## src/rtl/cordic_pkg.sv

```systemverilog
package cordic_pkg;

    localparam int ANG_W    = 16;
    localparam int OUT_W    = 17;
    localparam int ACC_W    = OUT_W + 1;
    localparam int MAX_ITER = 16;
    localparam int CNT_W    = $clog2(MAX_ITER + 1);
    localparam int IDX_W    = $clog2(MAX_ITER);

    localparam logic [ANG_W-1:0] HALF_TURN = ANG_W'(1) << (ANG_W - 1);
    localparam int               QUARTER   = 1 << (ANG_W - 2);

    typedef logic signed [ACC_W-1:0] acc_t;
    typedef logic signed [OUT_W-1:0] res_t;

    typedef struct packed {
        acc_t x;
        acc_t y;
        acc_t z;
    } vec_t;

    typedef enum logic [1:0] {
        ST_IDLE = 2'd0,
        ST_ROT  = 2'd1,
        ST_FIX  = 2'd2
    } eng_state_t;

    // arctan(2^-k) scaled so that one turn is 2^16 codes
    function automatic logic [ANG_W-1:0] atan_code(input logic [IDX_W-1:0] k);
        case (k)
            4'd0:    return 16'h2000;
            4'd1:    return 16'h12E4;
            4'd2:    return 16'h09FB;
            4'd3:    return 16'h0511;
            4'd4:    return 16'h028B;
            4'd5:    return 16'h0145;
            4'd6:    return 16'h00A3;
            4'd7:    return 16'h0051;
            4'd8:    return 16'h0028;
            4'd9:    return 16'h0014;
            4'd10:   return 16'h000A;
            4'd11:   return 16'h0005;
            4'd12:   return 16'h0003;
            4'd13:   return 16'h0001;
            4'd14:   return 16'h0001;
            default: return 16'h0000;
        endcase
    endfunction

    // Q16 product of 1/sqrt(1+4^-k) over the first n steps
    function automatic logic [ANG_W-1:0] gain_q16(input logic [CNT_W-1:0] n);
        case (n)
            5'd1:    return 16'hB505;
            5'd2:    return 16'hA1E9;
            5'd3:    return 16'h9D13;
            5'd4:    return 16'h9BDD;
            5'd5:    return 16'h9B8F;
            5'd6:    return 16'h9B7B;
            5'd7:    return 16'h9B77;
            default: return 16'h9B75;
        endcase
    endfunction

    function automatic logic [CNT_W-1:0] clamp_count(input logic [CNT_W-1:0] req);
        if (req == '0)
            return CNT_W'(1);
        else if (req > CNT_W'(MAX_ITER))
            return CNT_W'(MAX_ITER);
        else
            return req;
    endfunction

endpackage

```

## src/rtl/cordic_fold.sv

```systemverilog
module cordic_fold
    import cordic_pkg::*;
(
    input  logic [ANG_W-1:0] phase,
    output acc_t             z_init,
    output logic             flip
);
    logic [ANG_W-1:0] adj;

    always_comb begin
        flip   = phase[ANG_W-1] ^ phase[ANG_W-2];
        adj    = flip ? (phase + HALF_TURN) : phase;
        z_init = ACC_W'($signed(adj));
    end

    always_comb begin
        AST_FOLD_RANGE: assert (z_init >= -acc_t'(QUARTER) && z_init < acc_t'(QUARTER));
    end

endmodule

```

## src/rtl/cordic_stage.sv

```systemverilog
module cordic_stage
    import cordic_pkg::*;
(
    input  vec_t             cur,
    input  logic [IDX_W-1:0] idx,
    output vec_t             nxt
);
    acc_t xv, yv, xs, ys, ang;
    logic ccw;

    always_comb begin
        xv  = cur.x;
        yv  = cur.y;
        xs  = xv >>> idx;
        ys  = yv >>> idx;
        ang = ACC_W'(atan_code(idx));
        ccw = ~cur.z[ACC_W-1];
        if (ccw) begin
            nxt.x = xv - ys;
            nxt.y = yv + xs;
            nxt.z = cur.z - ang;
        end else begin
            nxt.x = xv + ys;
            nxt.y = yv - xs;
            nxt.z = cur.z + ang;
        end
    end

endmodule

```

## src/rtl/cordic_signfix.sv

```systemverilog
module cordic_signfix
    import cordic_pkg::*;
(
    input  acc_t val,
    input  logic flip,
    output res_t res
);
    localparam acc_t HI = acc_t'((1 << (OUT_W - 1)) - 1);
    localparam acc_t LO = -acc_t'(1 << (OUT_W - 1));

    acc_t s;

    always_comb begin
        s = flip ? -val : val;
        if (s > HI)
            res = HI[OUT_W-1:0];
        else if (s < LO)
            res = LO[OUT_W-1:0];
        else
            res = s[OUT_W-1:0];
    end

endmodule

```

## src/rtl/cordic_rot_engine.sv

```systemverilog
module cordic_rot_engine
    import cordic_pkg::*;
(
    input  logic                    clk,
    input  logic                    rst,
    input  logic                    start_i,
    input  logic [15:0]             phase_i,
    input  logic [4:0]              iter_i,
    output logic                    busy_o,
    output logic                    done_o,
    output logic signed [16:0]      cos_o,
    output logic signed [16:0]      sin_o
);
    eng_state_t       state;
    vec_t             vec, vec_nx;
    logic [IDX_W-1:0] idx;
    logic [CNT_W-1:0] cnt_q, cnt_req;
    logic             flip_q, flip_w;
    acc_t             z_init;
    acc_t             fin [2];
    res_t             fixed [2];

    assign cnt_req = clamp_count(iter_i);
    assign busy_o  = (state != ST_IDLE);

    cordic_fold u_fold (
        .phase  (phase_i),
        .z_init (z_init),
        .flip   (flip_w)
    );

    cordic_stage u_stage (
        .cur (vec),
        .idx (idx),
        .nxt (vec_nx)
    );

    assign fin[0] = vec.x;
    assign fin[1] = vec.y;

    for (genvar g = 0; g < 2; g++) begin : g_fix
        cordic_signfix u_fix (
            .val  (fin[g]),
            .flip (flip_q),
            .res  (fixed[g])
        );
    end

    always_ff @(posedge clk) begin
        if (rst) begin
            state  <= ST_IDLE;
            vec    <= '0;
            idx    <= '0;
            cnt_q  <= CNT_W'(1);
            flip_q <= 1'b0;
            done_o <= 1'b0;
            cos_o  <= '0;
            sin_o  <= '0;
        end else begin
            done_o <= 1'b0;
            case (state)
                ST_IDLE: begin
                    if (start_i) begin
                        vec.x  <= acc_t'({2'b00, gain_q16(cnt_req)});
                        vec.y  <= '0;
                        vec.z  <= z_init;
                        flip_q <= flip_w;
                        cnt_q  <= cnt_req;
                        idx    <= '0;
                        state  <= ST_ROT;
                    end
                end
                ST_ROT: begin
                    vec <= vec_nx;
                    idx <= idx + 1'b1;
                    if ({1'b0, idx} == cnt_q - 1'b1)
                        state <= ST_FIX;
                end
                ST_FIX: begin
                    cos_o  <= fixed[0];
                    sin_o  <= fixed[1];
                    done_o <= 1'b1;
                    state  <= ST_IDLE;
                end
                default: state <= ST_IDLE;
            endcase
        end
    end

    AST_BUSY_DONE_EXCL: assert property (@(posedge clk) disable iff (rst)
        !(busy_o && done_o));
    AST_START_TO_BUSY: assert property (@(posedge clk) disable iff (rst)
        (!busy_o && start_i) |=> busy_o);
    AST_DONE_PULSE: assert property (@(posedge clk) disable iff (rst)
        done_o |=> !done_o);
    AST_IGNORE_BUSY_START: assert property (@(posedge clk) disable iff (rst)
        (busy_o && start_i) |=> $stable(cnt_q) && $stable(flip_q));
    AST_OUT_HOLD: assert property (@(posedge clk) disable iff (rst)
        !done_o |-> ($stable(cos_o) && $stable(sin_o)));
    AST_ITER_CAP: assert property (@(posedge clk) disable iff (rst)
        (state == ST_ROT) |-> ({1'b0, idx} < cnt_q));

endmodule

```

## config.mk

```make
export PLATFORM = sky130hd
export DESIGN_NAME = cordic_rot_engine
export DESIGN_NICKNAME = d
export VERILOG_FILES = /design/src/rtl/cordic_pkg.sv /design/src/rtl/cordic_fold.sv /design/src/rtl/cordic_stage.sv /design/src/rtl/cordic_signfix.sv /design/src/rtl/cordic_rot_engine.sv
export SDC_FILE = /design/constraint.sdc
export NUM_CORES = 1
export LEC_CHECK = 0
export CAP_MARGIN = 5
export CORE_UTILIZATION = 59
export DETAILED_ROUTE_END_ITERATION = 8
export DONT_BUFFER_PORTS = 1
export PLACE_DENSITY = 0.76
export SYNTH_ARGS = -nofsm -noshare
export SYNTH_HDL_FRONTEND = slang
export SYNTH_SLANG_ARGS = --single-unit
```

## constraint.sdc

```tcl
create_clock -name clk -period 7.06 [get_ports clk]
set_input_delay 1.412 -clock clk [delete_from_list [all_inputs] [get_ports clk]]
set_output_delay 1.412 -clock clk [all_outputs]
set_load 0.02 [all_outputs]
```

### Word level (Yosys, flattened, before mapping)

Memories as Yosys holds them, arrays and structs flattened. A register that Yosys moved wholly into a read port is not among the register bits.
Index checks and enable logic that the tools add are counted.

| storage, ports and cells | value |
|---|---|
| register bits | 101 |
| bits in read-only memories | 224 |
| memories kept | 1 |

Memories:

| memory | depth | bits a word | rd ports | clocked after Yosys merged registers in | write ports | line | RTL |
|---|---|---|---|---|---|---|---|
| (name not given) | 16 | 14 | 1 | 1 | 0 | cordic_pkg.sv:30 | `case (k)` |

| cells by class | value |
|---|---|
| add/sub/neg operators | 11 |
| magnitude comparators | 5 |
| equal/unequal tests | 12 |
| shifts and indexed selects | 2 |
| muxes and demuxes | 21 |
| bitwise operators | 1 |
| reductions and logical operators | 7 |

Operators with widths:

| operator | count |
|---|---|
| 54-bit two-way mux | 2 |
| 54-bit one-hot mux with 2 select lines | 1 |
| 14-bit one-hot mux with 7 select lines | 1 |
| 17-bit two-way mux | 4 |
| 18-bit adder | 2 |
| 18-bit by 17-bit greater-than comparator with 1-bit output, second input constant | 2 |
| 18-bit by 17-bit < comparator with 1-bit output, second input constant | 2 |
| 18-bit two-way mux | 2 |
| 18-bit negation | 2 |
| 18-bit by 4-bit >>> shifter with 18-bit output | 2 |
| 18-bit subtractor | 2 |
| 5-bit by 3-bit equality test with 1-bit output, second input constant | 4 |
| 18-bit by 17-bit adder with 18-bit output | 1 |
| 18-bit by 17-bit subtractor with 18-bit output | 1 |
| 16-bit adder, second input constant | 1 |
| 16-bit two-way mux | 1 |
| 4-bit two-way mux | 3 |
| 5-bit by 2-bit equality test with 1-bit output, second input constant | 2 |
| 5-bit two-way mux | 2 |
| 4-bit one-hot mux with 2 select lines | 1 |
| 2-bit AND reduction | 3 |
| 4-bit by 5-bit equality test with 1-bit output | 1 |
| 5-bit by 1-bit equality test with 1-bit output, second input constant | 1 |
| 5-bit greater-than comparator, second input constant | 1 |
| 12 further kinds | 15 |

### Logic depth before layout (Yosys ltp)

Gate-level depths: netlist of run 1.

| depth | value |
|---|---|
| depth in word-level cells | 7 |
| depth in mapped cells | 21 |
| mapped depth without buffers | 19 |

### By module

A second synthesis of run 1 with hierarchy kept.

| second synthesis, totals | value |
|---|---|
| cells, all modules | 1571 |
| area, all modules | 11742.5 um2 |

By module, submodules not included:

| module | instances | cells each | area an instance (um2) |
|---|---|---|---|
| cordic_stage | 1 | 725 | 5480.3 |
| cordic_rot_engine | 1 | 461 | 3912.5 |
| cordic_signfix | 2 | 183 | 1104.8 |
| cordic_fold | 1 | 19 | 140.1 |

### Least setup slack after synthesis of run 1

OpenSTA, ideal clock, no wires.

| path | value |
|---|---|
| path type | register to register |
| start point | register idx[1] |
| end point | register vec, in the netlist fin[35] |
| setup time | 132 ps |
| data arrival time | 4319 ps |
| path slack | 2609 ps |
| stages on the path, launching flop included | 21 |
| period minus slack after synthesis | 4451 ps |
| cells stage by stage | dfxtp_1 > buf_2 > buf_4 > mux4_2 > mux2i_1 > nand2_1 > o21ai_0 > ha_1 > and2_1 > a21oi_1 > xnor2_1 > ha_1 > a2111oi_0 > o31a_1 > o21ai_0 > a21boi_0 > o31ai_1 > o41ai_1 > xnor3_1 > mux2i_1 > a21oi_1 |

| between the ends | value |
|---|---|
| cells in the longest elaborated chain, start to end | 4 |
| elaborated cells between the ends (all ways) | 5 |
| those cells by class | add/sub: 2; shift: 1; mux: 2 |

RTL lines:

| item | line | RTL |
|---|---|---|
| start, declared | cordic_rot_engine.sv:16 | `logic [IDX_W-1:0] idx;` |
| start signal, assigned | cordic_rot_engine.sv:75 | `idx <= idx + 1'b1;` |
| 18-bit by 4-bit >>> shifter with 18-bit output (*) | cordic_stage.sv:15 | `ys = yv >>> idx;` |
| 18-bit subtractor or 18-bit adder (tied branches) | cordic_stage.sv:19, cordic_stage.sv:23 |  |
| 54-bit two-way mux (*) | cordic_stage.sv:18 | `if (ccw) begin` |
| 54-bit one-hot mux with 2 select lines (*) | cordic_rot_engine.sv:61 | `case (state)` |
| end signal, assigned | cordic_rot_engine.sv:74 | `vec <= vec_nx;` |
| end, declared | cordic_rot_engine.sv:15 | `vec_t vec, vec_nx;` |

Mark *: on every way between the ends. The rest lies on a longest branch, timed or not.
A chain may end at the register's enable or synchronous reset.

### Worst setup path after layout of run 1

| path | value |
|---|---|
| start point | register idx[0] |
| end point | register vec, in the netlist fin[14] |

| between the ends | value |
|---|---|
| cells in the longest elaborated chain, start to end | 4 |
| elaborated cells between the ends (all ways) | 5 |
| those cells by class | add/sub: 2; shift: 1; mux: 2 |

RTL lines:

| item | line | RTL |
|---|---|---|
| 18-bit by 4-bit >>> shifter with 18-bit output (*) | cordic_stage.sv:14 | `xs = xv >>> idx;` |
| 18-bit adder or 18-bit subtractor (tied branches) | cordic_stage.sv:20, cordic_stage.sv:24 |  |
| 54-bit two-way mux (*) | cordic_stage.sv:18 |  |
| 54-bit one-hot mux with 2 select lines (*) | cordic_rot_engine.sv:61 |  |

Marks and branches as above.

==> results of run 1 <==
## stage by stage
stage	hold WS, ns	setup slack, ns	instances
2_1_floorplan	0.445	2.61	1366
3_3_place_gp	0.452	1.84	1498
3_5_place_dp	0.474	1.66	1498
4_1_cts	0.471	1.65	1529
5_1_grt	0.498	1.18	1529
6_report	0.474	1.59	1529
## final cells by class
cell class                 instances  area, um^2  area share, %
clock buffer                      19         443           3.96
clock inverter                    12         133           1.19
inverter                          36         135           1.21
multi-input combinational       1109        7790           69.6
sequential                       115        2310           20.6
tap                              225         282           2.52
timing repair buffer              13        97.6          0.873
## synth_stat cells (all sizes together) (36+ instances only)
master	instances
xor2	37
ha	63
nand3	40
nor2	142
a21oi	123
mux4	36
o21ai	87
nand2	126
inv	36
clkbuf	79
a211oi	45
xnor2	74
dfxtp	115
## metal layers
metal  routed length, um  part of all wire, %  vias up  global-route usage, %
met5                   0                    0        -                      0
met4                 737                  2.6        0                   11.8
met3                2300                  8.1       59                   7.08
met2               12900                   45      449                   49.8
met1               12500                   44     4622                   41.5
li1                    -                    -     4845                      -
## state kept, by name, indices dropped and copies added (netlist names)
signal / flops
idx: 4
sin_o: 17
u_stage.ang: 14
vec: 18
cnt_q: 5
fin: 36
done_o: 1
state: 2
flip_q: 1
cos_o: 17
## critical path: cells and delay by family (launching register included)
family / cells / cell delay [ns]
buf+inv: 1 / 0.45
fa+ha+maj: 2 / 0.60
mux: 2 / 0.87
simple gates: 2 / 0.23
flops: 1 / 0.85
compound gates: 9 / 2.22
xor+xnor: 1 / 0.14
## logic make-up (layout without fill, tap and decap cells)
kind of cell,count (synthesis),after routing,synth area share [%]
AOI/OAI and AO/OA,416,416,25.0
and+or+nand+nor,444,444,19.5
buffers and inverters,142,80,5.44
DFF,115,115,21.6
muxes,71,71,11.1
xor gates and xnor gates,112,112,9.35
adders and majority gates,66,66,7.97
## final timing paths
path / startpoint / end / slack, ns / cells past startpoint
max: idx[0]$_SDFFE_PP0P_ / fin[14]$_SDFFE_PP0P_ / 1.59 / 17
min: cnt_q[1]$_SDFFE_PP0P_ / cnt_q[1]$_SDFFE_PP0P_ / 0.47 / 2
max reg2reg: idx[0]$_SDFFE_PP0P_ / fin[14]$_SDFFE_PP0P_ / 1.59 / 17
min reg2reg: cnt_q[1]$_SDFFE_PP0P_ / cnt_q[1]$_SDFFE_PP0P_ / 0.47 / 2
## power groups by stage
stage	sequential (mW)	clock, mW	combinational [mW]
2_1_floorplan	0.841	0	2.53
3_3_place_gp	1.03	0	2.82
3_5_place_dp	1.03	0	2.86
4_1_cts	1.02	0.864	2.89
5_1_grt	1.05	0.892	3.27
6_report	1.03	0.856	2.93
==> impl_results.md, run 1 <==
- Outcome: complete, no violations
- Final-report hold violation count: 0
- Post-Syn Area per Cell: 7.79 um^2
- Antenna violations before repair: 0
- Top cells by area, synth: dfxtp_1 (22%), mux4_2 (7.6%), ha_1 (7.4%)
- WP data required: roughly 7.4 ns
- Unrepaired setup endpoints after global routing: no
- Area leader, netlist: dfxtp_1
- Util after Layout: a little under two thirds
- Vias in the first global route: 8917
- Setup CP Type: reg2reg
- Setup Buffers After CTS: 0
- Cell Area, Placed: 10600 um^2
- First-iteration detailed-routing DRC count: between 1000 and 1500
- Residual DRC: 0
- Seq pwr share: roughly a fifth
- Final Power: between 4 and 5 mW
- GRT Residual Overflow: 0
- CTS H-Tree Depth: 4
- Setup-failing EPs final: 0
- Core area: 17500 um^2
- Setup tns final: 0 ns
- Mapped Cells: around 1400
- Most frequent cells in the layout: nor2_1 (142), nand2_1 (126), a21oi_1 (123), dfxtp_1 (112), o21ai_0 (82)
- Fillcell total: 1506
- Worst slew pin tran: ~1.2 ns
- CP max-delay cell: dfxtp_2
- CTS sink cnt: ~120
- PostCTS Resize Cnt: 0
- Upper clock frequency limit: roughly 180 MHz
- N_diodes: 0
- # rows: between 40 and 50
- Post-DRT Antenna Nets: 0
- PortBufs: 0
- Post-Route WL: around 28000 um
- CTS tree: done
- Worst slew margin: 22.3%
- Sequential-to-total area share from yosys stat: between 20% and 30%
- Switching part of the total: a little under half
- Die ar.: between 15000 and 20000 um^2
- Final instance area: 11200 um^2
- Starting Density: roughly 61%
- Skew-Pair Late Insertion Delay: about 0.43 ns
- Cell Chain, Critical Path: buf_4, mux4_2, mux2_2, o21ai_0, ha_1, nor2_1, xnor2_1, ha_1, nor2b_1, o21a_1, o21ai_0, a211oi_1, o2111ai_1, a31oi_1, a21o_1, a211o_1, a32o_1
- Post-CTS Hold Fix Bufs: 0
- Async SR Flop Fraction: 0%
- Synth cell types: 73
- Yosys top cell area share: a little over a fifth
- Maximum vdd drop: about 260 uV
- Pin count of the biggest net entering global routing: ~110
- Drt first pass iters: 6
- Clock power frac: roughly 18%
- Die W: 136 um
- Worst-case clock buffer depth: 2
- Net Count, Synth: between 1000 and 1500
- Post-DR wirelength/cell: around 19 um
- Tcrit/Tclk final: slightly below 80%
- Dpl hpwl: between 15000 and 20000 um
- Yosys reg bits: approximately 120
- Max-cap viol count: 0
- Post-route minimum period: 5.47 ns
- Final net count: 1382
- CTS clock-pin slew for the worst setup and hold paths: approximately 0.060 ns
- Worst Hold Class: reg2reg
- First-pass GRT wire length: 46100 um
- Clk_skew: between 0.008 and 0.009 ns
- Routed vias/inst: approximately 6.5
- Routed via count: roughly 10000
- CTS root buf: clkbuf_16
- Leakage: around 4.4 nW
- Most common flop cell mapped by yosys: dfxtp_1
- RePlAce Congestion: between 0.9 and 1
- Die Ht: around 140 um
- Synth warnings: 0
- Worst Path Arrival: just under 6 ns
- Max Slew Vio Count: 0
- Combinational share of power: about three fifths
- Layout cells sized above 1: just under 9%
- Syn Std Cell Area: 10600 um^2
- Critical Path Start Type: flip-flop
- Area Overhead vs Synth: 5.09%
- GRT Overall Usage: roughly a third
- CTS buffer count: 17
- Pint: ~2.6 mW
- Crit path max fanout: 32
- Post-synth EDFFs: 0
- I/O Pins: 60
- Largest stage delay on the critical path: about 0.85 ns
- P_sw: 2.23 mW
- CP Capture Type: flip-flop
- Most common cell after layout, fill and taps aside: nor2_1
- Pwr Density: ~430 nW/um^2
Power figures use the tool's default switching activity.
==> run 2, diff against run 1 <==
- clock period: 7.06 -> 5.5 ns (I/O delays scaled with it)
==> run 2 against run 1 <==
Against the previous run: hold slack better by 0.0081 ns; critical path depth unchanged; clock power rose by 31%; power rose by 30%; register-to-register slack got worse by 1.1 ns; largest cell class unchanged; largest power group unchanged; critical endpoint unchanged.
==> impl_results.md, run 2 (synthesized netlist as in run 1, its figures left out) <==
- Skew-Pair Late Insertion Delay: about 0.43 ns
- Clock power frac: ~18%
- PostCTS Resize Cnt: 0
- # rows: 48
- N_diodes: 0
- Final worst setup slack: around 0.46 ns
- Max-cap viol count: 0
- First-iteration detailed-routing DRC count: 1058
- I/O Pins: 60
- Combinational share of power: 61.9%
- Dpl hpwl: 21000 um
- GRT Overall Usage: between 30% and 40%
- Crit path max fanout: 23
- Pint: around 3.3 mW
- Clk_skew: between 0.008 and 0.009 ns
- Worst slew pin tran: approximately 1.1 ns
- Setup Buffers After CTS: 0
- CTS sink cnt: about 120
- Routed vias/inst: 6.57
- CTS buffer count: 17
- Residual DRC: 0
- Die W: about 140 um
- Post-DR wirelength/cell: between 15 and 20 um
- Maximum vdd drop: between 300 and 400 uV
- Tcrit/Tclk final: approximately nine tenths
- Place WS: 0.469 ns
- Max Slew Vio Count: 0
- RePlAce Congestion: 0.932
- CTS clock-pin slew for the worst setup and hold paths: about 0.06 ns
- Setup CP Type: reg2reg
- Critical Path Start Type: flip-flop
- Vias in the first global route: 9412
- Worst Path Arrival: between 5 and 6 ns
- Post-CTS Hold Fix Bufs: 0
- CTS tree: done
- Setup tns final: 0 ns
- Core area: 17500 um^2
- GRT Residual Overflow: 0
- Worst slew margin: 26.0%
- Final net count: 1398
- PortBufs: 0
- CTS H-Tree Depth: 4
- Worst-case clock buffer depth: 2
- First-pass GRT wire length: 47400 um
- Outcome: complete, no violations
- Setup-failing EPs final: 0
- Die ar.: around 19000 um^2
- Post-Route WL: between 20000 and 30000 um
- Switching part of the total: a little under half
- Drt first pass iters: 6
- Final-report hold violation count: 0
- Routed via count: 10200
- Most common cell after layout, fill and taps aside: nor2_1
- Most frequent cells in the layout: nor2_1 (142), nand2_1 (126), a21oi_1 (123), dfxtp_1 (111), o21ai_0 (82)
- Largest register FFs: 36
- Starting Density: approximately three fifths
- CTS root buf: clkbuf_16
- Area Overhead vs Synth: 6.51%
- P_sw: 2.91 mW
- WP data required: a little under 6 ns
- Unrepaired setup endpoints after global routing: no
- Leakage: around 4.5 nW
- Seq pwr share: between 20% and 30%
- Worst Hold Class: reg2reg
- Pwr Density: roughly 550 nW/um^2
- Util after Layout: roughly 65%
- Die Ht: ~140 um
- Post-route minimum period: a little over 5 ns
- Post-DRT Antenna Nets: 0
- Antenna violations before repair: 0
- Pin count of the biggest net entering global routing: 105
- CP Capture Type: flip-flop
- Upper clock frequency limit: a little under 200 MHz
- Layout cells sized above 1: ~10%
[run 2: layer usage]
metal  up-vias  GRT usage [%]  share of wire, %
met3        74           6.56               7.6
met4         0           13.4               2.9
met2       454           53.3                46
li1       4888              -                 -
met1      4744           41.2                43
met5         -              0                 0
[run 2: final cells by class]
class | instances | area, um^2
multi-input cells | 1109 | 7790
fillers | 1483 | 6140
flip-flops and latches | 115 | 2310
clock buffers | 18 | 429
well taps | 225 | 282
repair buffers | 29 | 243
clock inverters | 14 | 151
inverters | 36 | 135
[run 2: final timing paths]
kind / from / slack [ns] / endpoint / depth (start not counted)
worst max register to register: idx[0]$_SDFFE_PP0P_ / 0.46 / fin[14]$_SDFFE_PP0P_ / 17
worst max-delay path: idx[0]$_SDFFE_PP0P_ / 0.46 / fin[14]$_SDFFE_PP0P_ / 17
worst min register to register: cnt_q[4]$_SDFFE_PP0P_ / 0.48 / cnt_q[4]$_SDFFE_PP0P_ / 2
worst min-delay path: cnt_q[4]$_SDFFE_PP0P_ / 0.48 / cnt_q[4]$_SDFFE_PP0P_ / 2
[run 2: stage by stage]
| stage | area (um^2) | total power [mW] | hold slack (ns) | std cells |
|---|---|---|---|---|
| floorplan | 10600 | 4.33 | 0.445 | 1366 |
| global route | 11300 | 6.76 | 0.494 | 1546 |
| CTS | 11300 | 6.20 | 0.477 | 1546 |
| global placement | 10800 | 4.97 | 0.452 | 1514 |
| finish | 11300 | 6.26 | 0.482 | 1546 |
| detailed placement | 10800 | 5.05 | 0.468 | 1514 |
[run 2: power groups by stage]
stage	clock network [mW]	logic (mW)	registers [mW]
6_report	1.12	3.88	1.26
5_1_grt	1.17	4.31	1.28
3_3_place_gp	0	3.71	1.26
3_5_place_dp	0	3.78	1.27
4_1_cts	1.13	3.82	1.25
2_1_floorplan	0	3.25	1.08
[run 2: worst max-delay path, stage by stage, from the launching register on]
cell       delay (ns)
dfxtp_2          0.71
buf_12           0.27
mux4_2           0.54
mux2_2           0.29
o21ai_0          0.21
ha_1             0.27
nor2_1           0.07
xnor2_1          0.16
ha_1             0.33
nor2b_1          0.16
o21a_1           0.17
o21ai_0          0.31
a211oi_1         0.17
o2111ai_1        0.27
a31oi_1          0.22
a21o_1           0.22
a211o_1          0.28
a32o_1           0.25
==> run 3, diff against run 2 <==
- CTS_BUF_LIST: not set -> sky130_fd_sc_hd__clkbuf_16
==> run 3 against run 2 <==
Against the previous run: hold slack barely moved; final area did not move; sequential power barely moved; first-iteration DRC count rose by 0.57%; combinational power barely moved; maximum frequency barely moved; worst setup slack barely moved; wire length rose by 0.11%.
==> impl_results.md, run 3 (synthesized netlist as in run 1, its figures left out) <==
- Outcome: complete, no violations
- Die ar.: around 19000 um^2
- Worst-case clock buffer depth: 2
- Final-report hold violation count: 0
- I/O Pins: 60
- Post-route minimum period: between 5 and 6 ns
- Buffers & Inverters on Critical Path: 1
- Vias in the first global route: 9412
- Routed via count: about 10000
- Post-CTS Hold Fix Bufs: 0
- Routed vias/inst: between 6 and 7
- Worst Path Arrival: around 5.4 ns
- N_diodes: 0
- Maximum vdd drop: around 330 uV
- Fillcell total: 1483
- GRT Residual Overflow: 0
- Crit path max fanout: 23
- Layout cells sized above 1: between 9 and 10%
- Skew-Pair Late Insertion Delay: ~0.43 ns
- CTS buffer count: 17
- Largest stage delay on the critical path: roughly 0.71 ns
- PortBufs: 0
- CP max-delay cell: dfxtp_2
- Upper clock frequency limit: approximately 200 MHz
- Post-Route WL: just under 30000 um
- Post-DRT Antenna Nets: 0
- Final Power: between 6 and 7 mW
- Final worst setup slack: between 0.4 and 0.5 ns
- Largest register FFs: 36
- Worst slew margin: approximately a quarter
- Leakage: between 4 and 5 nW
- Tcrit/Tclk final: between 90% and 100%
- Max Slew Vio Count: 0
- Pin count of the biggest net entering global routing: about 110
- RePlAce Congestion: roughly 0.93
- CTS H-Tree Depth: 4
- Place WS: roughly 0.47 ns
- CTS tree: done
- Clk_skew: roughly 0.0086 ns
- GRT Overall Usage: around a third
- Pwr Density: around 550 nW/um^2
- Setup CP Type: reg2reg
- Starting Density: about 61%
- Worst Hold Class: reg2reg
- Most common cell after layout, fill and taps aside: nor2_1
- Worst slew pin tran: 1.11 ns
- CP top delay family: compound AO/OA/AOI/OAI gates
- Setup Buffers After CTS: 0
- First-iteration detailed-routing DRC count: roughly 1100
- Placed cells: between 1500 and 2000
- Max-cap viol count: 0
- Post-DR wirelength/cell: between 15 and 20 um
- # rows: 48
- Setup-failing EPs final: 0
- Die W: approximately 140 um
- Setup tns final: 0 ns
- Drt first pass iters: 5
- Area Overhead vs Synth: 6.51%
- Critical Path Start Type: flip-flop
- Unrepaired setup endpoints after global routing: no
- Final net count: between 1000 and 1500
- Cell Chain, Critical Path: buf_12, mux4_2, mux2_2, o21ai_0, ha_1, nor2_1, xnor2_1, ha_1, nor2b_1, o21a_1, o21ai_0, a211oi_1, o2111ai_1, a31oi_1, a21o_1, a211o_1, a32o_1
- Residual DRC: 0
- CTS clock-pin slew for the worst setup and hold paths: roughly 0.06 ns
- CTS sink cnt: 115
- Core area: 17500 um^2
- Layout Cells excl Fill: 1546
- WP data required: 5.82 ns
- Die Ht: roughly 140 um
- Most frequent cells in the layout: nor2_1 (142), nand2_1 (126), a21oi_1 (123), dfxtp_1 (111), o21ai_0 (82)
- CP Capture Type: flip-flop
- First-pass GRT wire length: roughly 47000 um
- CTS root buf: clkbuf_16
- Dpl hpwl: approximately 21000 um
- Antenna violations before repair: 0
## run 3: changes by cell type in the layout (fill, tap and decap cells not counted), sizes merged
cell	previous run	this run
clkbuf	18	17
inv	40	41
## run 3: worst paths after layout
check | startpoint | to | slack (ns) | cells after the start
max | idx[0]$_SDFFE_PP0P_ | fin[14]$_SDFFE_PP0P_ | 0.46 | 17
min | cnt_q[4]$_SDFFE_PP0P_ | cnt_q[4]$_SDFFE_PP0P_ | 0.48 | 2
max reg2reg | idx[0]$_SDFFE_PP0P_ | fin[14]$_SDFFE_PP0P_ | 0.46 | 17
min reg2reg | cnt_q[4]$_SDFFE_PP0P_ | cnt_q[4]$_SDFFE_PP0P_ | 0.48 | 2
## run 3: area by class of cell
| cell class | instances | area (um^2) | area share (%) |
|---|---|---|---|
| Multi-Input combinational cell | 1109 | 7790 | 68.7 |
| Sequential cell | 115 | 2310 | 20.4 |
| Clock buffer | 17 | 425 | 3.75 |
| Tap cell | 225 | 282 | 2.48 |
| Timing Repair Buffer | 29 | 243 | 2.14 |
| Clock inverter | 15 | 155 | 1.37 |
| Inverter | 36 | 135 | 1.19 |
## run 3: worst min-delay path, stage by stage (launching register included)
cell,delay (ns)
dfxtp_1,0.32
nand2_1,0.06
a21oi_1,0.06
## run 3: layer usage
metal / global-route usage (%) / routed length (um) / vias up
met4: 13.4 / 866 / 0
li1: - / - / 4887
met5: 0 / 0 / -
met2: 53.3 / 13600 / 458
met3: 6.56 / 2210 / 76
met1: 41.2 / 12700 / 4748
## run 3: power breakdown
| part | internal [mW] | total (mW) | switching [mW] |
|---|---|---|---|
| registers | 0.963 | 1.27 | 0.302 |
| logic | 1.71 | 3.87 | 2.16 |
| clock network | 0.669 | 1.12 | 0.447 |
| total | 3.34 | 6.26 | 2.91 |
## run 3: stage by stage
step	utilization, %	hold WS (ns)	instance area [um^2]
final	64.9	0.482	11300
after global routing	64.9	0.495	11300
after CTS	64.8	0.477	11300
after detailed placement	61.5	0.468	10800
after global placement	61.5	0.452	10800
after floorplan	-	0.445	10600
## run 3: what timing repair did
action | 4_1_cts | 5_1_grt
endpoints found under the hold margin | 0 | 0
gates resized for setup | 0 | 1
endpoints found under the setup margin | 0 | 1
